$ cat src/rtl/qwp_pkg.sv
package qwp_pkg;

   // quadrant names along one electrical cycle
   typedef enum logic [1:0] {
      QD_RISE   = 2'd0,
      QD_PEAK   = 2'd1,
      QD_FALL   = 2'd2,
      QD_TROUGH = 2'd3
   } quad_e;

   // quarter-wave table entry: carrier of 2**cw positions, high width
   // grows from half a carrier period toward the quarter peak (d = 0)
   function automatic logic quarter_entry(input int d, input int m,
                                          input int aw, input int mw,
                                          input int cw);
      int amax;
      int half;
      int sh;
      int width;
      int pos;
      amax  = (1 << aw) - 1;
      half  = 1 << (cw - 1);
      sh    = aw + mw - cw + 1;
      width = half + (((m + 1) * (amax - d)) >>> sh);
      pos   = d & ((1 << cw) - 1);
      return (pos < width);
   endfunction

endpackage

$ cat src/rtl/qwp_phase_counter.sv
module qwp_phase_counter #(
   parameter int PH_W = 10,
   parameter int MI_W = 3
) (
   input  logic            clk,
   input  logic            rst,
   input  logic            step_i,
   input  logic [MI_W-1:0] mod_i,
   output logic [PH_W-1:0] ph_nxt_o,
   output logic [MI_W-1:0] mod_nxt_o
);
   localparam logic [PH_W-1:0] PH_MAX = '1;
   localparam logic [PH_W-1:0] PH_ONE = {{(PH_W-1){1'b0}}, 1'b1};

   logic [PH_W-1:0] ph_q, ph_d;
   logic [MI_W-1:0] mod_q, mod_d;
   logic            wrap;

   always_comb begin
      wrap  = step_i && (ph_q == PH_MAX);
      ph_d  = step_i ? ph_q + PH_ONE : ph_q;
      mod_d = wrap ? mod_i : mod_q;
      if (rst) begin
         ph_d  = '0;
         mod_d = mod_i;
      end
   end

   always_ff @(posedge clk) begin
      ph_q  <= ph_d;
      mod_q <= mod_d;
   end

   assign ph_nxt_o  = ph_d;
   assign mod_nxt_o = mod_d;

   AST_PHASE_HOLD: assert property (@(posedge clk) disable iff (rst)
      !step_i |=> $stable(ph_q));
   AST_PHASE_STEP: assert property (@(posedge clk) disable iff (rst)
      (step_i && ph_q != PH_MAX) |=> (ph_q == $past(ph_q) + PH_ONE));
   AST_WRAP_ZERO: assert property (@(posedge clk) disable iff (rst)
      (step_i && ph_q == PH_MAX) |=> (ph_q == '0));
   AST_MOD_LOCK: assert property (@(posedge clk) disable iff (rst)
      !(step_i && ph_q == PH_MAX) |=> $stable(mod_q));
   AST_RESET_CLEAR: assert property (@(posedge clk)
      rst |=> (ph_q == '0));

endmodule

$ cat src/rtl/qwp_fold.sv
module qwp_fold #(
   parameter int PH_W = 10
) (
   input  logic [PH_W-1:0]  ph_i,
   output qwp_pkg::quad_e   quad_o,
   output logic [PH_W-3:0]  angle_o
);
   import qwp_pkg::*;

   logic [PH_W-3:0] low_field;

   always_comb begin
      quad_o    = quad_e'(ph_i[PH_W-1 -: 2]);
      low_field = ph_i[PH_W-3:0];
      // odd quadrants run forward, even quadrants run mirrored
      if (quad_o == QD_PEAK || quad_o == QD_TROUGH)
         angle_o = low_field;
      else
         angle_o = ~low_field;
   end

endmodule

$ cat src/rtl/qwp_quarter_rom.sv
module qwp_quarter_rom #(
   parameter int AW        = 8,
   parameter int MI_W      = 3,
   parameter int CARRIER_W = 5
) (
   input  logic [AW-1:0]   angle_i,
   input  logic [MI_W-1:0] mod_i,
   output logic            bit_o
);
   localparam int NROW = 1 << MI_W;

   logic [NROW-1:0] row_bit;

   // one table column per modulation index
   for (genvar m = 0; m < NROW; m++) begin : g_row
      assign row_bit[m] = qwp_pkg::quarter_entry(int'(angle_i), m, AW,
                                                 MI_W, CARRIER_W);
   end

   always_comb begin
      bit_o = row_bit[mod_i];
   end

endmodule

$ cat src/rtl/qwave_pattern_seq.sv
module qwave_pattern_seq #(
   parameter int PH_W      = 10,
   parameter int MI_W      = 3,
   parameter int CARRIER_W = 5
) (
   input  logic            clk,
   input  logic            rst,
   input  logic            step_i,
   input  logic [MI_W-1:0] mod_idx_i,
   output logic            gate_o
);
   import qwp_pkg::*;

   localparam int AW = PH_W - 2;

   if (PH_W < 4) begin : g_bad_phase_width
      $error("qwave_pattern_seq: PH_W must be at least 4");
   end
   if (MI_W < 1) begin : g_bad_index_width
      $error("qwave_pattern_seq: MI_W must be at least 1");
   end
   if (CARRIER_W < 2 || CARRIER_W > AW || CARRIER_W - 1 > AW + MI_W) begin : g_bad_carrier
      $error("qwave_pattern_seq: CARRIER_W out of range");
   end

   logic [PH_W-1:0] ph_nxt;
   logic [MI_W-1:0] mod_nxt;
   quad_e           quad;
   logic [AW-1:0]   angle;
   logic            rom_bit;
   logic            level;
   logic            gate_q;

   qwp_phase_counter #(.PH_W(PH_W), .MI_W(MI_W)) u_counter (
      .clk      (clk),
      .rst      (rst),
      .step_i   (step_i),
      .mod_i    (mod_idx_i),
      .ph_nxt_o (ph_nxt),
      .mod_nxt_o(mod_nxt)
   );

   qwp_fold #(.PH_W(PH_W)) u_fold (
      .ph_i   (ph_nxt),
      .quad_o (quad),
      .angle_o(angle)
   );

   qwp_quarter_rom #(.AW(AW), .MI_W(MI_W), .CARRIER_W(CARRIER_W)) u_rom (
      .angle_i(angle),
      .mod_i  (mod_nxt),
      .bit_o  (rom_bit)
   );

   // second half-cycle is the negated first half
   always_comb begin
      if (quad == QD_FALL || quad == QD_TROUGH)
         level = ~rom_bit;
      else
         level = rom_bit;
   end

   always_ff @(posedge clk) begin
      if (rst) gate_q <= 1'b0;
      else     gate_q <= level;
   end

   assign gate_o = gate_q;

   AST_GATE_RESET: assert property (@(posedge clk)
      rst |=> !gate_o);
   AST_GATE_HOLD: assert property (@(posedge clk) disable iff (rst)
      (!step_i && !$rose(rst)) |=> $stable(gate_o));

endmodule

$ cat config.mk
export PLATFORM = sky130hd
export DESIGN_NAME = qwave_pattern_seq
export DESIGN_NICKNAME = d
export VERILOG_FILES = /design/src/rtl/qwp_pkg.sv /design/src/rtl/qwp_phase_counter.sv /design/src/rtl/qwp_fold.sv /design/src/rtl/qwp_quarter_rom.sv /design/src/rtl/qwave_pattern_seq.sv
export SDC_FILE = /design/constraint.sdc
export NUM_CORES = 1
export LEC_CHECK = 0
export BUFFER_PORTS_ARGS = -buffer_cell sky130_fd_sc_hd__buf_2
export CAP_MARGIN = 15
export CORE_MARGIN = 2
export CORE_UTILIZATION = 30
export DETAILED_ROUTE_END_ITERATION = 10
export PLACE_DENSITY_LB_ADDON = 0.08
export SLEW_MARGIN = 30
export SYNTH_ARGS = -nofsm -noshare
export SYNTH_HDL_FRONTEND = slang
export SYNTH_HIERARCHICAL = 1
export SYNTH_SLANG_ARGS = --single-unit
export TNS_END_PERCENT = 30
$ cat constraint.sdc
create_clock -name clk -period 6 [get_ports clk]
set_input_delay 0.9 -clock clk [delete_from_list [all_inputs] [get_ports clk]]
set_output_delay 0.9 -clock clk [all_outputs]
set_load 0.02 [all_outputs]
# After elaboration in Yosys (flattened, before gate mapping)
# Index checks and enable logic that the tools add are counted.
dict set report totals {
  wordCells 43
  out_inout_bits 1
  inputBits 6
  ff_bits 14
}
dict set report classes {
  mul 4
  eq_ne 4
  addsub 10
  order_cmp 9
  n_mux 8
  n_bitwise 2
  n_reduce_logical 3
}
# operator n
set op_table {}
lappend op_table {{$lt A6 B32 Y1} 5}
lappend op_table {{$add A6 B25 Y26 const A} 4}
lappend op_table {{$lt A6 B26 Y1} 2}
lappend op_table {{$mul A4 B9 Y13 const A} 2}
lappend op_table {{$mul A3 B9 Y12 const A} 2}
lappend op_table {{$mux W10} 2}
lappend op_table {{$add A10 B1 Y10 const B} 1}
lappend op_table {{$eq A10 B10 Y1 const B} 1}
lappend op_table {{$sub A8 B8 Y9 const A} 1}
lappend op_table {{$mux W8} 1}
lappend op_table {{$not A8 Y8} 1}
lappend op_table {{$add A6 B2 Y7 const A} 1}
lappend op_table {{$add A6 B3 Y7 const A} 1}
lappend op_table {{$add A6 B4 Y7 const A} 1}
lappend op_table {{$add A6 B5 Y7 const A} 1}
lappend op_table {{$lt A6 B7 Y1} 1}
lappend op_table {{$mux W3} 2}
lappend op_table {{$eq A2 B2 Y1 const B} 2}
lappend op_table {{$lt A3 B4 Y1 const B} 1}
lappend op_table {{$bmux W1 S3} 1}
lappend op_table {{$eq A2 B1 Y1 const B} 1}
lappend op_table {{$logic_or A1 B1 Y1} 2}
lappend op_table {{$mux W1} 2}
lappend op_table {{$logic_and A1 B1 Y1} 1}
lappend op_table {{$not A1 Y1} 1}

# Longest topological paths before layout
# Gate-level depths: netlist of run 1.
dict set report depth {
  word_depth 14
  depth_mapped 25
  mapped_depth_nobuf 24
}

# Modules after synthesis
# Netlist of run 1, hierarchy kept.
# module cells_per_inst seq_area_each_um2 n_inst area_each_um2
set modules_own_cells {}
lappend modules_own_cells {qwp_quarter_rom 188 0.0 1 1592.8}
lappend modules_own_cells {qwp_phase_counter 57 260.2 1 550.5}
lappend modules_own_cells {qwp_fold 11 0.0 1 96.3}
lappend modules_own_cells {qwave_pattern_seq 3 20.0 1 32.5}

# Worst setup path before layout of run 1
# Ideal clock, no wire load.
dict set report synth_timing {
  path_kind {input to register}
  from {input port step_i}
  to {register gate_q (netlist: gate_o)}
  setup_time_ps 115
  required_ps 5885
  path_slack_ps 89
  cell_stages 24
  arrival_ps 5796
  n_path_buf 2
  path_cell_list {buf_2 nand4_1 or3_1 a21oi_1 buf_6 xnor2_1 inv_1 ha_1 inv_1 fa_1 inv_1 ha_1 a21o_1 a21oi_1 a21boi_0 o21a_1 or2_2 ha_1 or4_1 o2111ai_1 o211ai_1 nor4_2 xnor2_1 nor2_1}
}
dict set report synth_via {
  elab_chain_len 13
}
# item line_no
set synth_lines {}
lappend synth_lines {{from (decl)} qwave_pattern_seq.sv:8} ;# input logic step_i,
lappend synth_lines {{$mux W10 (*)} qwp_phase_counter.sv:21} ;# ph_d = step_i ? ph_q + PH_ONE : ph_q;
lappend synth_lines {{$mux W10 (*)} qwp_phase_counter.sv:23} ;# if (rst) begin
lappend synth_lines {{net ph_nxt[8]} qwave_pattern_seq.sv:26} ;# logic [PH_W-1:0] ph_nxt;
lappend synth_lines {{$eq A2 B1 Y1 / $eq A2 B2 Y1 (equally long branches)} qwp_fold.sv:16} ;# if (quad_o == QD_PEAK || quad_o == QD_TROUGH)
lappend synth_lines {{$logic_or A1 B1 Y1 (*)} qwp_fold.sv:16}
lappend synth_lines {{$mux W8 (*)} qwp_fold.sv:16}
lappend synth_lines {{net angle[4]} qwave_pattern_seq.sv:29} ;# logic [AW-1:0] angle;
lappend synth_lines {{$sub A8 B8 Y9} qwp_pkg.sv:24} ;# width = half + (((m + 1) * (amax - d)) >>> sh);
lappend synth_lines {{$mul A3 B9 Y12 / $mul A4 B9 Y13 (equally long branches)} qwp_pkg.sv:24}
lappend synth_lines {{$add A6 B25 Y26} qwp_pkg.sv:24}
lappend synth_lines {{$lt A6 B32 Y1 / $lt A6 B26 Y1 (equally long branches)} qwp_pkg.sv:26} ;# return (pos < width);
lappend synth_lines {{$bmux W1 S3 (*)} qwp_quarter_rom.sv:21} ;# bit_o = row_bit[mod_i];
lappend synth_lines {{$mux W1 (not written as such) (*)} qwp_quarter_rom.sv:21}
lappend synth_lines {{net rom_bit} qwave_pattern_seq.sv:30} ;# logic rom_bit;
lappend synth_lines {{$not A1 Y1} qwave_pattern_seq.sv:58} ;# level = ~rom_bit;
lappend synth_lines {{$mux W1 (*)} qwave_pattern_seq.sv:57} ;# if (quad == QD_FALL || quad == QD_TROUGH)
lappend synth_lines {{to (signal assigned)} qwave_pattern_seq.sv:65} ;# else gate_q <= level;
lappend synth_lines {{to (decl)} qwave_pattern_seq.sv:32} ;# logic gate_q;
# Mark *: on every way through the listed nets, which the timed path passes. The rest lies on a longest branch. The select of a mux whose other input is x is not followed.
# A chain may end at the register's enable or synchronous reset.

# Worst setup path in the final report of run 1
dict set report layout_timing {
  from {input port step_i}
  to {register gate_q (netlist: gate_o)}
}
dict set report layout_via {
  elab_chain_len 13
}
# item line_no
set layout_lines {}
lappend layout_lines {{$mux W10 (*)} qwp_phase_counter.sv:21}
lappend layout_lines {{$mux W10 (*)} qwp_phase_counter.sv:23}
lappend layout_lines {{net ph_nxt[8]} qwave_pattern_seq.sv:26}
lappend layout_lines {{$eq A2 B1 Y1 / $eq A2 B2 Y1 (equally long branches)} qwp_fold.sv:16}
lappend layout_lines {{$logic_or A1 B1 Y1 (*)} qwp_fold.sv:16}
lappend layout_lines {{$mux W8 (*)} qwp_fold.sv:16}
lappend layout_lines {{net angle[5]} qwave_pattern_seq.sv:29}
lappend layout_lines {{$sub A8 B8 Y9 (*)} qwp_pkg.sv:24}
lappend layout_lines {{$mul A3 B9 Y12 / $mul A4 B9 Y13 (equally long branches)} qwp_pkg.sv:24}
lappend layout_lines {{$add A6 B25 Y26} qwp_pkg.sv:24}
lappend layout_lines {{$lt A6 B32 Y1 / $lt A6 B26 Y1 (equally long branches)} qwp_pkg.sv:26}
lappend layout_lines {{$bmux W1 S3 (*)} qwp_quarter_rom.sv:21}
lappend layout_lines {{$mux W1 (not written as such) (*)} qwp_quarter_rom.sv:21}
lappend layout_lines {{net rom_bit} qwave_pattern_seq.sv:30}
lappend layout_lines {{$not A1 Y1} qwave_pattern_seq.sv:58}
lappend layout_lines {{$mux W1 (*)} qwave_pattern_seq.sv:57}
# Marks and branches as above.

==> reports/results.tsv, run 1 <==
metric	value	unit
Port-buffer cells	6	
max-slew violations	0	
switching power	60.09	uW
worst-path maximum fanout	5	
Clock Path Buffers	2	
Root Buffer	clkbuf_8	
setup TNS	0	ns
Remaining Overflow, GRT	0	
num ports	7	
Syn Nets	324	
met3 Track Usage GR	1.085	%
cell count after synthesis	258	
DR WL/cell	14.28	um
switching share of power	26.83	%
die width	90.89	um
GR peak layer	met2	
Post-DRT Antenna Nets	0	
met2 GRT Util	24.00	%
cts bufs inserted	3	
die height	90.89	um
drc violations	0	
WHS	0.5226	ns
initial antenna violation count	0	
Post-CTS Setup Bufs	0	
Final Hold Viols	0	
Antenna Cells	0	
Least-Margin Pin Slew	0.4412	ns
startpoint types	input pin	
Syn Area/Cell	8.778	um2
critical path type	input pin to register	
NumNets Final	345	
Synth warnings	6	
Avg Vias per Cell	4.910	
met1 global-route usage	18.81	%
endpoints failing setup	0	
largest net degree at the start of global routing	13	
crit path time final	5.575	ns
row cnt	31	
synthesis-to-layout area growth	12.15	%
Worst Skew	0.002917	ns
hpwl dp	4631	um
sequential share of power	44.2	%
combinational power share	23.0	%
Initial Util	31.06	%
CTS tree	done	
DIE AREA	8260	um2
Worst IR Drop VDD	0.04426	mV
leakage	1.238	nW
setup repair after global routing missed its margin	no	
drt pass-1 iters	4	
Cell Area, Synth	2265	um2
pwr dens	88.19	nW/um2
Via Count	1846	
routability cong.	0.8174	
Max Freq	179.4	MHz
endpoint required time on the critical path	6.12	ns
first-pass GRT wire length	9246	um
Clock Latency Late Sink	0.24	ns
Final period util	92.91	%
number of global-route vias before repair	1839	
GRT Util Overall	13.92	%
P_int	163.9	uW
CTS sink count	14	
Reg clk slew, reported paths	0.05	ns
HP Class	register to register	
Worst slew margin	70.39	%
core area	7292	um2
final wirelength	5370	um
clock power share	32.8	%
final core occ	34.83	%
Initial DRC Count	61	
status	complete, no violations	
critical path arrival	5.69	ns
Crit. End Element	register	
maxcap violations	0	
share of layout cells above drive strength 1	16.25	%
H-tree Lvls	1	
[worst paths after layout]
check	endpoint	from	slack, ns	cells past startpoint
hold reg to reg	u_counter/mod_q[1]	u_counter/mod_q[1]	0.52	1
hold / removal	u_counter/mod_q[1]	u_counter/mod_q[1]	0.52	1
setup / recovery	gate_o	step_i	0.43	23
setup reg to reg	gate_o	u_counter/ph_q[3]	0.56	22
[critical path, cell delays in order]
cell       delay (ns)
buf_2            0.09
nand4_1          0.10
or3_1            0.34
a21oi_2          0.22
buf_4            0.18
xnor2_1          0.18
inv_1            0.10
buf_4            0.16
ha_1             0.33
fa_1             0.48
ha_1             0.37
nand3_1          0.09
a21o_1           0.19
a21boi_0         0.26
o21a_1           0.16
o21ai_0          0.08
ha_1             0.20
or4_1            0.53
o2111ai_1        0.22
o211ai_1         0.11
nor4_2           0.18
xnor2_1          0.15
nor2_1           0.05
[routing by layer]
layer,vias up,routed length [um]
met4,0,35
met2,6,2513
met1,852,2771
met5,-,0
met3,2,49
li1,986,-
[flip-flops by register name (all words and copies together) (netlist names)]
| signal | flops |
|---|---|
| u_counter/ph_q | 10 |
| u_counter/mod_q | 3 |
| gate_o | 1 |
[power by group through the flow]
stage                     clock network [mW]  logic (mW)  registers [mW]
final                                 0.0734      0.0515          0.0991
after floorplan                            0      0.0385           0.101
after global routing                  0.0824      0.0587          0.0996
after global placement                     0      0.0519           0.101
after detailed placement                   0      0.0516           0.101
after CTS                             0.0769      0.0520          0.0991
[layout make-up]
class                      instances  area, um2
inverter                          27      101.3
tap                               99      123.9
sequential                        14      280.3
fill                             809       4752
multi-input combinational        211       1843
timing repair buffer              22      150.1
clock buffer                       3      41.29
[what timing repair did]
action                     4_1_cts  5_1_grt
setup endpoints to repair        0        1
gates resized for setup          0        3
hold buffers                     0        0
[per-stage QoR]
stage	instance area, um2	cells	total power, mW	setup slack (ns)
5_1_grt	2540	376	0.2408	0.04300
3_3_place_gp	2489	373	0.1532	0.08103
4_1_cts	2530	376	0.2280	0.2465
2_1_floorplan	2265	258	0.1399	0.1355
3_5_place_dp	2489	373	0.1527	0.02023
6_report	2540	376	0.2240	0.4252
[layout by cell type (no fill, tap or decap), types with 3 or more instances in the layout]
| cell type | n |
|---|---|
| ha_1 | 55 |
| inv_1 | 27 |
| buf_4 | 16 |
| dfxtp_1 | 14 |
| xnor2_1 | 13 |
| a21oi_1 | 13 |
| nor2_1 | 12 |
| o21ai_0 | 12 |
| nand2_1 | 11 |
| buf_2 | 6 |
| nand3_1 | 6 |
| a21o_1 | 6 |
| or3_1 | 5 |
| xor2_1 | 5 |
| nor3b_1 | 5 |
| fa_1 | 5 |
| nand4_1 | 4 |
| o21a_1 | 4 |
| nor3_1 | 4 |
| o211ai_1 | 4 |
| clkbuf_8 | 3 |
| mux2_4 | 3 |
Power figures use the tool's default switching activity.
==> inputs of run 2 (changes only) <==
--- a/config.mk
+++ b/config.mk
@@ -7,6 +7,7 @@
 export LEC_CHECK = 0
 export BUFFER_PORTS_ARGS = -buffer_cell sky130_fd_sc_hd__buf_2
 export CAP_MARGIN = 15
+export CORE_ASPECT_RATIO = 0.5
 export CORE_MARGIN = 2
 export CORE_UTILIZATION = 30
 export DETAILED_ROUTE_END_ITERATION = 10
==> reports/results.tsv, run 2 (synthesis results as in run 1) <==
metric	value	unit	change
CTS tree	done		unchanged
share of layout cells above drive strength 1	21.07	%	was 16.25%
drc violations	0		unchanged
Worst IR Drop VDD	0.06300	mV	was 0.04426 mV
slowest CP cell	or4_1		unchanged
Antenna Cells	0		unchanged
critical path type	input pin to register		unchanged
GRT Util Overall	14.73	%	was 13.92%
Total Power	274.3	uW	was 224.0 uW
max reg flops	10		unchanged
filler-free cell count of the finished design	376		unchanged
status	complete, no violations		unchanged
Initial Util	30.93	%	was 31.06%
Post-DRT Antenna Nets	0		unchanged
most frequent cells in the layout	ha_1 (53), inv_1 (24), buf_4 (17), dfxtp_1 (14), a21oi_1 (12)		was ha_1 (55), inv_1 (27), buf_4 (16), dfxtp_1 (14)
synthesis-to-layout area growth	17.18	%	was 12.15%
HP Class	register to register		unchanged
placed cell count	368		was 373
Max Freq	177.5	MHz	was 179.4 MHz
routability cong.	0.8597		was 0.8174
flop2flop setup slack	0.49	ns	was 0.56 ns
DR WL/cell	15.05	um	was 14.28 um
combinational power share	19.6	%	was 23.0%
Worst slew margin	63.05	%	was 70.39%
startpoint types	input pin		unchanged
Reg clk slew, reported paths	0.04	ns	was 0.05 ns
switching share of power	24.23	%	was 26.83%
final wirelength	5659	um	was 5370 um
endpoints failing setup	0		unchanged
NumNets Final	348		was 345
Least-Margin Pin Slew	0.5531	ns	was 0.4412 ns
Remaining Overflow, GRT	0		unchanged
row cnt	22		was 31
core area	7322	um2	was 7292 um2
maxcap violations	0		unchanged
Initial DRC Count	81		was 61
num ports	7		unchanged
Clock Latency Late Sink	0.24	ns	about the same
hold_sp	u_counter/mod_q[1]		unchanged
most common cell after layout, fill and taps aside	ha_1		unchanged
crit path time final	5.632	ns	was 5.575 ns
H-tree Lvls	1		unchanged
Min-Delay Endpoint	u_counter/mod_q[1]		unchanged
Via Count	1944		was 1846
worst r2r src	u_counter/ph_q[0]		was u_counter/ph_q[3]
Avg Vias per Cell	5.170		was 4.910
die height	65.44	um	was 90.89 um
endpoint required time on the critical path	6.11	ns	was 6.12 ns
Final Hold Viols	0		unchanged
Crit Reg-Reg Endpoint	gate_o		unchanged
first-pass GRT wire length	9784	um	was 9246 um
Root Buffer	clkbuf_16		was clkbuf_8
pwr dens	103.4	nW/um2	was 88.19 nW/um2
WHS	0.5204	ns	was 0.5226 ns
R2R cell count	23		was 22
clock power share	44.1	%	was 32.8%
leakage	1.259	nW	was 1.238 nW
cts bufs inserted	3		unchanged
drt pass-1 iters	4		unchanged
Max stage delay on crit path	0.54	ns	was 0.53 ns
Clock Path Buffers	2		unchanged
number of global-route vias before repair	1935		was 1839
CTS sink count	14		unchanged
worst-path maximum fanout	5		unchanged
initial antenna violation count	0		unchanged
Port-buffer cells	6		unchanged
critical path arrival	5.75	ns	was 5.69 ns
P_int	207.8	uW	was 163.9 uW
hpwl dp	4698	um	was 4631 um
largest net degree at the start of global routing	13		unchanged
die width	126.9	um	was 90.89 um
Worst Skew	0.004189	ns	was 0.002917 ns
Final period util	93.87	%	was 92.91%
DIE AREA	8302	um2	was 8260 um2
switching power	66.46	uW	was 60.09 uW
CP cell instances	buf_2, nand4_1, or3_1, a21oi_2, clkdlybuf4s15_2, buf_4, xnor2_1, inv_1, ha_1, fa_1, ha_4, nand3_1, a21o_1, a21boi_2, o21a_1, o21ai_0, ha_1, or4_1, o2111ai_2, o211ai_1, nor4_2, xnor2_1, nor2_1		was buf_2, nand4_1, or3_1, a21oi_2, buf_4, xnor2_1, inv_1, buf_4, ha_1, fa_1, ha_1, nand3_1, a21o_1, a21boi_0, o21a_1, o21ai_0, ha_1, or4_1, o2111ai_1, o211ai_1, nor4_2, xnor2_1, nor2_1
Crit. End Element	register		unchanged
max-slew violations	0		unchanged
Top reg by flops	u_counter/ph_q		unchanged
cts hold-fix bufs	0		unchanged
hold depth	1		unchanged
sequential share of power	36.3	%	was 44.2%
-- run 2: how the worst max path moves through the flow --
stage                      start      to  slack, ns
after CTS                 step_i  gate_o       0.27
after global placement    step_i  gate_o       0.09
final                     step_i  gate_o       0.37
after global routing      step_i  gate_o     -0.003
after floorplan           step_i  gate_o       0.14
after detailed placement  step_i  gate_o       0.05
-- run 2: metrics by stage --
| stage | util, % | TNS (ns) | instance area, um2 | setup slack, ns |
|---|---|---|---|---|
| after floorplan | - | 0 | 2265 | 0.1355 |
| after global placement | 33.73 | 0 | 2470 | 0.08698 |
| after detailed placement | 33.73 | 0 | 2470 | 0.04568 |
| after CTS | 34.76 | 0 | 2545 | 0.2750 |
| after global routing | 36.24 | -0.002596 | 2654 | -0.002596 |
| final | 36.24 | 0 | 2654 | 0.3675 |
-- run 2: power groups by stage --
| stage | Sequential, mW | Clock (mW) | Combinational [mW] |
|---|---|---|---|
| 2_1_floorplan | 0.101 | 0 | 0.0385 |
| 3_3_place_gp | 0.101 | 0 | 0.0517 |
| 3_5_place_dp | 0.101 | 0 | 0.0524 |
| 4_1_cts | 0.0995 | 0.125 | 0.0527 |
| 5_1_grt | 0.100 | 0.131 | 0.0611 |
| 6_report | 0.0996 | 0.121 | 0.0537 |
-- run 2: cell type report --
cell class | count | area, um2
Clock buffer | 3 | 75.07
Fill cell | 742 | 4668
Inverter | 27 | 101.3
Multi-Input combinational cell | 211 | 1897
Sequential cell | 14 | 280.3
Tap cell | 96 | 120.1
Timing Repair Buffer | 25 | 180.2
-- run 2: critical path: cells and delay by family --
family / cells / cell delay, ns
simple gates: 6 / 1.47
fa+ha+maj: 4 / 1.34
compound gates: 7 / 1.13
buf+inv: 4 / 0.59
xor+xnor: 2 / 0.32
-- run 2: routing by layer --
metal | up-vias | global-route usage [%] | wire (um)
met2 | 17 | 23.99 | 2368
met1 | 933 | 21.55 | 3175
met3 | 2 | 1.059 | 82
li1 | 992 | - | -
met5 | - | 0 | 0
met4 | 0 | 2.885 | 32
-- run 2: timing repair --
item | in CTS | in global routing
setup endpoints to repair | 0 | 1
setup buffers | 0 | 4
hold endpoints to repair | 0 | 0
resized for setup | 0 | 18
